$ cat src/rtl/wdt_bank_pkg.sv
package wdt_bank_pkg;
    localparam int DATA_W  = 32;
    localparam int CNT_W   = 2 * DATA_W;
    localparam int PRESC_W = 8;

    localparam logic [3:0] OFF_CTRL = 4'h0;
    localparam logic [3:0] OFF_LO   = 4'h4;
    localparam logic [3:0] OFF_HI   = 4'h8;

    localparam logic [3:0] SRC_PREV_END = 4'h5;

    typedef enum logic [1:0] {
        MODE_SINGLE = 2'b00,
        MODE_RSV_A  = 2'b01,
        MODE_RSV_B  = 2'b10,
        MODE_RETRIG = 2'b11
    } mode_e;

    typedef struct packed {
        logic [PRESC_W-1:0] presc;
        logic [3:0]         src;
        mode_e              mode;
        logic               en;
    } ctrl_t;

    function automatic logic [PRESC_W-1:0] presc_div(input logic [PRESC_W-1:0] p);
        return (p < PRESC_W'(2)) ? PRESC_W'(1) : p;
    endfunction

    function automatic ctrl_t ctrl_from_word(input logic [DATA_W-1:0] w);
        ctrl_t c;
        c.presc = w[15:8];
        c.src   = w[7:4];
        c.mode  = mode_e'(w[3:2]);
        c.en    = w[0];
        return c;
    endfunction

    function automatic logic [DATA_W-1:0] ctrl_to_word(input ctrl_t c, input logic run);
        return {16'h0, c.presc, c.src, c.mode, run, c.en};
    endfunction
endpackage

$ cat src/rtl/wdt_down_counter.sv
module wdt_down_counter
    import wdt_bank_pkg::*;
(
    input  logic              clk,
    input  logic              rst,
    input  logic              ctrl_we,
    input  logic              lo_we,
    input  logic              hi_we,
    input  logic [DATA_W-1:0] wdata,
    input  logic              trig_in,
    output ctrl_t             cfg_o,
    output logic              active_o,
    output logic [CNT_W-1:0]  count_o,
    output logic              ec_o
);
    ctrl_t              cfg_q;
    logic [CNT_W-1:0]   reload_q;
    logic [CNT_W-1:0]   count_q;
    logic               active_q;
    logic [PRESC_W-1:0] phase_q;
    logic [PRESC_W-1:0] div;
    ctrl_t              cfg_new;

    assign div     = presc_div(cfg_q.presc);
    assign cfg_new = ctrl_from_word(wdata);

    always_ff @(posedge clk) begin
        if (rst) begin
            cfg_q    <= '0;
            reload_q <= '0;
            count_q  <= '0;
            active_q <= 1'b0;
            phase_q  <= '0;
        end else begin
            if (lo_we) reload_q[DATA_W-1:0]     <= wdata;
            if (hi_we) reload_q[CNT_W-1:DATA_W] <= wdata;
            if (ctrl_we) cfg_q <= cfg_new;

            if (ctrl_we && !cfg_new.en) begin
                active_q <= 1'b0;
            end else if (ctrl_we && cfg_new.en && !cfg_q.en) begin
                count_q  <= reload_q;
                active_q <= 1'b1;
                phase_q  <= '0;
            end else if (trig_in && cfg_q.en && cfg_q.mode == MODE_RETRIG) begin
                count_q  <= reload_q;
                active_q <= 1'b1;
                phase_q  <= '0;
            end else if (active_q) begin
                if (count_q == '0) begin
                    active_q <= 1'b0;
                end else if (phase_q >= div - PRESC_W'(1)) begin
                    count_q <= count_q - CNT_W'(1);
                    phase_q <= '0;
                end else begin
                    phase_q <= phase_q + PRESC_W'(1);
                end
            end
        end
    end

    assign cfg_o    = cfg_q;
    assign active_o = active_q;
    assign count_o  = count_q;
    assign ec_o     = active_q && (count_q == '0);
endmodule

$ cat src/rtl/wdt_bank_regif.sv
module wdt_bank_regif
    import wdt_bank_pkg::*;
#(
    parameter int NUM    = 4,
    parameter int ADDR_W = 8
) (
    input  logic                       clk,
    input  logic                       rst,
    input  logic                       wr_en,
    input  logic                       rd_en,
    input  logic [ADDR_W-1:0]          addr,
    input  logic [NUM-1:0]             sel_wdata,
    input  ctrl_t [NUM-1:0]            cfgs,
    input  logic [NUM-1:0]             active,
    input  logic [NUM-1:0][CNT_W-1:0]  counts,
    output logic [NUM-1:0]             ctrl_we,
    output logic [NUM-1:0]             lo_we,
    output logic [NUM-1:0]             hi_we,
    output logic [NUM-1:0]             sel_q,
    output logic [DATA_W-1:0]          rdata
);
    localparam int IDX_W    = (NUM > 1) ? $clog2(NUM) : 1;
    localparam int SEL_ADDR = NUM * 16;

    logic             in_bank;
    logic             at_sel;
    logic [IDX_W-1:0] idx;
    logic [3:0]       off;
    logic [NUM-1:0][DATA_W-1:0] hi_lat;

    assign in_bank = (int'(addr) < SEL_ADDR);
    assign at_sel  = (int'(addr) == SEL_ADDR);
    assign idx     = addr[IDX_W+3:4];
    assign off     = addr[3:0];

    always_comb begin
        ctrl_we = '0;
        lo_we   = '0;
        hi_we   = '0;
        if (wr_en && in_bank) begin
            case (off)
                OFF_CTRL: ctrl_we[idx] = 1'b1;
                OFF_LO:   lo_we[idx]   = 1'b1;
                OFF_HI:   hi_we[idx]   = 1'b1;
                default:  ;
            endcase
        end
    end

    always_ff @(posedge clk) begin
        if (rst) begin
            sel_q  <= '0;
            hi_lat <= '0;
            rdata  <= '0;
        end else begin
            if (wr_en && at_sel) sel_q <= sel_wdata;
            rdata <= '0;
            if (rd_en && in_bank) begin
                case (off)
                    OFF_CTRL: rdata <= ctrl_to_word(cfgs[idx], active[idx]);
                    OFF_LO: begin
                        rdata       <= counts[idx][DATA_W-1:0];
                        hi_lat[idx] <= counts[idx][CNT_W-1:DATA_W];
                    end
                    OFF_HI:   rdata <= hi_lat[idx];
                    default:  ;
                endcase
            end else if (rd_en && at_sel) begin
                rdata <= DATA_W'(sel_q);
            end
        end
    end
endmodule

$ cat src/rtl/wdt_expiry_flag.sv
module wdt_expiry_flag #(
    parameter int NUM = 4
) (
    input  logic           clk,
    input  logic           rst,
    input  logic [NUM-1:0] ec,
    input  logic [NUM-1:0] sel,
    input  logic [NUM-1:0] retrig,
    output logic           expired
);
    always_ff @(posedge clk) begin
        if (rst)                      expired <= 1'b0;
        else if (|(ec & sel & retrig)) expired <= 1'b1;
    end
endmodule

$ cat src/rtl/wdt_counter_bank.sv
module wdt_counter_bank
    import wdt_bank_pkg::*;
#(
    parameter int NUM    = 4,
    parameter int ADDR_W = 8
) (
    input  logic              clk,
    input  logic              rst,
    input  logic              wr_en,
    input  logic              rd_en,
    input  logic [ADDR_W-1:0] addr,
    input  logic [31:0]       wdata,
    output logic [31:0]       rdata,
    output logic              wdog_expired
);
    ctrl_t [NUM-1:0]            cfgs;
    logic  [NUM-1:0]            cnt_active;
    logic  [NUM-1:0]            cnt_en;
    logic  [NUM-1:0][CNT_W-1:0] counts;
    logic  [NUM-1:0]            ec;
    logic  [NUM-1:0]            trig;
    logic  [NUM-1:0]            retrig_mode;
    logic  [NUM-1:0]            ctrl_we, lo_we, hi_we;
    logic  [NUM-1:0]            sel_q;

    wdt_bank_regif #(.NUM(NUM), .ADDR_W(ADDR_W)) i_regif (
        .clk(clk), .rst(rst), .wr_en(wr_en), .rd_en(rd_en), .addr(addr),
        .sel_wdata(wdata[NUM-1:0]), .cfgs(cfgs), .active(cnt_active),
        .counts(counts), .ctrl_we(ctrl_we), .lo_we(lo_we), .hi_we(hi_we),
        .sel_q(sel_q), .rdata(rdata)
    );

    for (genvar i = 0; i < NUM; i++) begin : g_cnt
        if (i == 0) begin : g_first
            assign trig[i] = 1'b0;
        end else begin : g_chain
            assign trig[i] = (cfgs[i].src == SRC_PREV_END) && ec[i-1];
        end
        assign retrig_mode[i] = (cfgs[i].mode == MODE_RETRIG);
        assign cnt_en[i]      = cfgs[i].en;

        wdt_down_counter i_cnt (
            .clk(clk), .rst(rst), .ctrl_we(ctrl_we[i]), .lo_we(lo_we[i]),
            .hi_we(hi_we[i]), .wdata(wdata), .trig_in(trig[i]),
            .cfg_o(cfgs[i]), .active_o(cnt_active[i]), .count_o(counts[i]),
            .ec_o(ec[i])
        );
    end

    wdt_expiry_flag #(.NUM(NUM)) i_expiry (
        .clk(clk), .rst(rst), .ec(ec), .sel(sel_q), .retrig(retrig_mode),
        .expired(wdog_expired)
    );
endmodule

$ cat config.mk
export PLATFORM = sky130hd
export DESIGN_NAME = wdt_counter_bank
export DESIGN_NICKNAME = d
export VERILOG_FILES = /design/src/rtl/wdt_bank_pkg.sv /design/src/rtl/wdt_down_counter.sv /design/src/rtl/wdt_bank_regif.sv /design/src/rtl/wdt_expiry_flag.sv /design/src/rtl/wdt_counter_bank.sv
export SDC_FILE = /design/constraint.sdc
export NUM_CORES = 2
export LEC_CHECK = 0
export BUFFER_PORTS_ARGS = -buffer_cell sky130_fd_sc_hd__buf_4
export CAP_MARGIN = 25
export CORE_MARGIN = 2
export CORE_UTILIZATION = 63
export DETAILED_ROUTE_END_ITERATION = 8
export PLACE_DENSITY = 0.87
export SLEW_MARGIN = 0
export SYNTH_ARGS = -nofsm -noshare
export SYNTH_HDL_FRONTEND = slang
export SYNTH_SLANG_ARGS = --single-unit
export TNS_END_PERCENT = 1
$ cat constraint.sdc
create_clock -name clk -period 9.4 [get_ports clk]
set_input_delay 1.41 -clock clk [delete_from_list [all_inputs] [get_ports clk]]
set_output_delay 1.41 -clock clk [all_outputs]
set_load 0.01 [all_outputs]
==> metrics.md <==
| Metric | Value |
|---|---|
| Status | complete, but fails checks |
| Violated checks | design-rule violations |
| Setup bufs post-CTS | 0 |
| Avg Synthesized Cell Area | 7.84 sq um |
| Max Buffers Root-to-Sink | 3 |
| Slowest stage cell, crit path | nand2_1 |
| Pre-antenna DRT Iters | 9 |
| DR WL met3 | 24900 microns |
| Number of fill cells | 4725 |
| Crit path DAT | 5590 ps |
| FF+latch count, synth | 773 |
| Reg2reg start | g_cnt[2].i_cnt.cfg_o[9] |
| Seq/Total Area, Yosys | 0.399 |
| Hpwl dp | 95800 microns |
| GP Congestion | 1.06 |
| Port Buffers | 76 |
| # rows | 90 |
| Synthesized area | 0.0388 sq mm |
| Power, Total | 7.05 mW |
| DIE AREA | 0.0635 sq mm |
| Peak supply drop | 0.157 mV |
| Top FF cell, synth | dfxtp_1 |
| Slew HR | 0.207 |
| Antenna Nets Post-Route | 0 |
| Final Cycle Share | 0.538 |
| Pins Over Slew Limit | 0 |
| Root cell of the clock tree | clkbuf_16 |
| WS Path Type | reg2reg |
| Gate count of the mapped netlist | 4942 |
| Startpoint types | register |
| DRC | 1 |
| Post-route non-filler standard cell count | 5615 |
| DR WL met2 | 58500 microns |
| Yosys Warn Count | 0 |
| Ports | 77 |
| Post-synth EDFFs | 0 |
| PD cells | 166 mW/mm^2 |
| Avg WL per Cell | 26.0 microns |
| Post-CTS sizing | 0 |
| Required @ worst endpoint | 9940 ps |
| Initial DRC count | 7514 |
| Worst hold path startpoint | g_cnt[1].i_cnt.reload_q[5] |
| M1 WL | 51600 microns |
| Uppermost layer routed | met5 |
| Vias in the first global route | 36262 |
| Clock slew at reported path FFs | 60 ps |
| Cell Chain, Critical Path | nor2_1, a31oi_1, nor2b_1, nand2_1, nor3_1, xnor2_1, ha_1, o2111ai_1, nor2_1, a21oi_1, a211oi_4, buf_4, o31a_1, nand2_1, o21ai_0 |
| GRT Total Usage | 0.445 |
| Pin count of the biggest net entering global routing | 197 |
| P_leak | 14.9 nW |
| Total clock buffers created by CTS | 80 |
| Starting density of the core | 0.640 |
| Final min period | 5050 ps |
| Vias per std cell | 7.21 |
| # setup viols final | 0 |
| Fin nets | 4850 |
| Fmax | 0.198 GHz |
| Max cap viols | 0 |
| Slew @ Worst Pin | 1180 ps |
| Hold WC Path Type | reg2reg |
| CP Buf/Inv Count | 1 |
| Async S/R FF share, synth | 0 |
| DIE HEIGHT | 252 microns |
| Wirelength, routed | 146000 microns |
| Setup Skew | 26.3 ps |
| Chip Width | 252 microns |
| Placed cell count | 5459 |
| Syn Nets | 5029 |
| First element of the critical path | g_cnt[2].i_cnt.cfg_o[9] |
| Setup TNS | 0 ps |
| RSZ-0062 raised after global routing | false |
| Synth-to-layout area growth | 9.33% |
| Core area | 0.0606 sq mm |
| Overflow after GRT | 0 |
| H-Tree Depth | 3 |
| Post-route cell area | 0.0424 sq mm |
| Synth unique cells | 86 |
| CP peak stage delay | 690 ps |
| TritonCTS clock tree | built |
| TritonCTS Sinks | 773 |
| Crit-path leading delay family | compound AO/OA/AOI/OAI gates |
| Share of post-route cells with drive strength above 1 | 0.0926 |
| Initial antenna violation count | 14 |
| Placed inst area | 0.0395 sq mm |
| Hold buffers post-CTS | 0 |
| Final Hold Fails | 0 |
| Via Count | 40508 |
| Crit Path Max Fanout | 29 |
| Worst skew pair latency | 650 ps |
| First-pass GRT wire length | 217000 microns |
| Setup crit end kind | register |
## where the power goes
part | switching [mW] | leakage, nW | internal, mW
logic | 0.265 | 7.24 | 0.0850
clock network | 1.38 | 1.40 | 2.03
registers | 0.00457 | 6.22 | 3.28
## area by class of cell
cell class	instances	area [sq um]	area share
Multi-Input combinational cell	3696	21600	0.510
Sequential cell	773	15500	0.365
Clock buffer	125	2520	0.0594
Timing Repair Buffer	155	1260	0.0298
Tap cell	782	978	0.0231
Clock inverter	21	295	0.00697
Inverter	57	214	0.00505
Antenna cell	6	15.0	0.000354
## cells in the final DEF, fill, tap and decap left out, types with 17 or more instances in the layout
cell / count
nand2_1: 967
dfxtp_1: 773
a21oi_1: 737
nor2_1: 285
o21ai_0: 205
nor3_1: 159
buf_4: 146
nand3_1: 131
clkbuf_16: 86
nor4_1: 83
nand4_1: 83
mux4_2: 80
nand4b_1: 75
inv_1: 56
a21o_1: 56
or3_1: 50
and2_1: 49
a211oi_1: 45
a22oi_1: 45
ha_1: 43
o21ai_1: 42
o311ai_0: 39
or4_1: 36
a31oi_1: 35
o31ai_1: 33
nor4bb_1: 28
and3_1: 26
o32ai_1: 26
clkbuf_8: 25
o211ai_1: 24
xnor2_1: 22
nand2b_1: 20
o31a_1: 18
o22ai_1: 18
clkbuf_1: 17
## synthesized netlist by cell type, drive strengths merged (11+ instances only)
| cell type | count | share of area |
|---|---|---|
| nand4 | 83 | 0.013 |
| o22ai | 18 | 0.0029 |
| nand2 | 968 | 0.094 |
| nor3 | 164 | 0.021 |
| o31ai | 36 | 0.0075 |
| o211ai | 24 | 0.0046 |
| or2 | 11 | 0.0018 |
| nor4 | 88 | 0.016 |
| mux2i | 16 | 0.0041 |
| a211oi | 46 | 0.0089 |
| o21ai | 248 | 0.032 |
| o32ai | 26 | 0.0059 |
| nor3b | 15 | 0.0029 |
| and3 | 27 | 0.0044 |
| a21o | 57 | 0.011 |
| o21a | 11 | 0.0021 |
| inv | 56 | 0.0054 |
| a22oi | 45 | 0.0087 |
| nand4b | 75 | 0.017 |
| a21oi | 739 | 0.096 |
| nand2b | 20 | 0.0032 |
| clkbuf | 352 | 0.035 |
| nor4bb | 28 | 0.0072 |
| nor4b | 12 | 0.0027 |
| a31oi | 35 | 0.0057 |
| xnor2 | 22 | 0.0050 |
| nor2 | 294 | 0.028 |
| ha | 43 | 0.014 |
| nand3 | 133 | 0.017 |
| o311ai | 39 | 0.0088 |
| or3 | 52 | 0.0087 |
| mux4 | 80 | 0.046 |
| dfxtp | 773 | 0.40 |
| buf | 64 | 0.0080 |
| o31a | 18 | 0.0041 |
| and2 | 50 | 0.0081 |
| and4 | 11 | 0.0025 |
| or4 | 39 | 0.0078 |
## sequential cells by signal (all words and copies together), names as in the netlist
register              count
i_regif.hi_lat          128
g_cnt.i_cnt.active_o      4
g_cnt.i_cnt.reload_q    256
i_regif.rdata            32
i_expiry.expired          1
g_cnt.i_cnt.count_o     256
g_cnt.i_cnt.phase_q      32
i_regif.sel_q             4
g_cnt.i_cnt.cfg_o        60
## routing by layer
metal,GRT usage,up-vias
li1,-,17540
met1,0.586,18752
met2,0.629,3446
met3,0.153,764
met4,0.270,6
met5,0,-
## worst reg2reg max path: stages (launching register included)
cell and delay [ps]:
dfxtp_1 540, nor2_1 140, a31oi_1 290, nor2b_1 320, nand2_1 120, nor3_1 260
xnor2_1 110, ha_1 300, o2111ai_1 110, nor2_1 120, a21oi_1 230, a211oi_4 230
buf_4 380, o31a_1 690, nand2_1 700, o21ai_0 430
## cell families after synthesis
family,synth area share
AOI/OAI and AO/OA,0.217
buffers and inverters,0.0482
and+or+nand+nor,0.261
muxes,0.0529
DFF,0.399
adders and majority gates,0.0139
xor gates and xnor gates,0.00723
## per-stage QoR
stage | worst slack, ps | util | hold slack [ps]
after detailed placement | 3990 | 0.651 | 442
after CTS | 4580 | 0.698 | 451
final | 4350 | 0.699 | 451
after floorplan | 5560 | - | 431
after global placement | 4060 | 0.651 | 437
after global routing | 4330 | 0.699 | 464
## final timing paths
check                                to  slack [ps]  cells past startpoint
max          g_cnt[2].i_cnt.count_o[18]        4350                     15
min          g_cnt[1].i_cnt.reload_q[5]         450                      2
max reg2reg  g_cnt[2].i_cnt.count_o[18]        4350                     15
min reg2reg  g_cnt[1].i_cnt.reload_q[5]         450                      2
No activity file was read; power rests on OpenSTA's default activity.
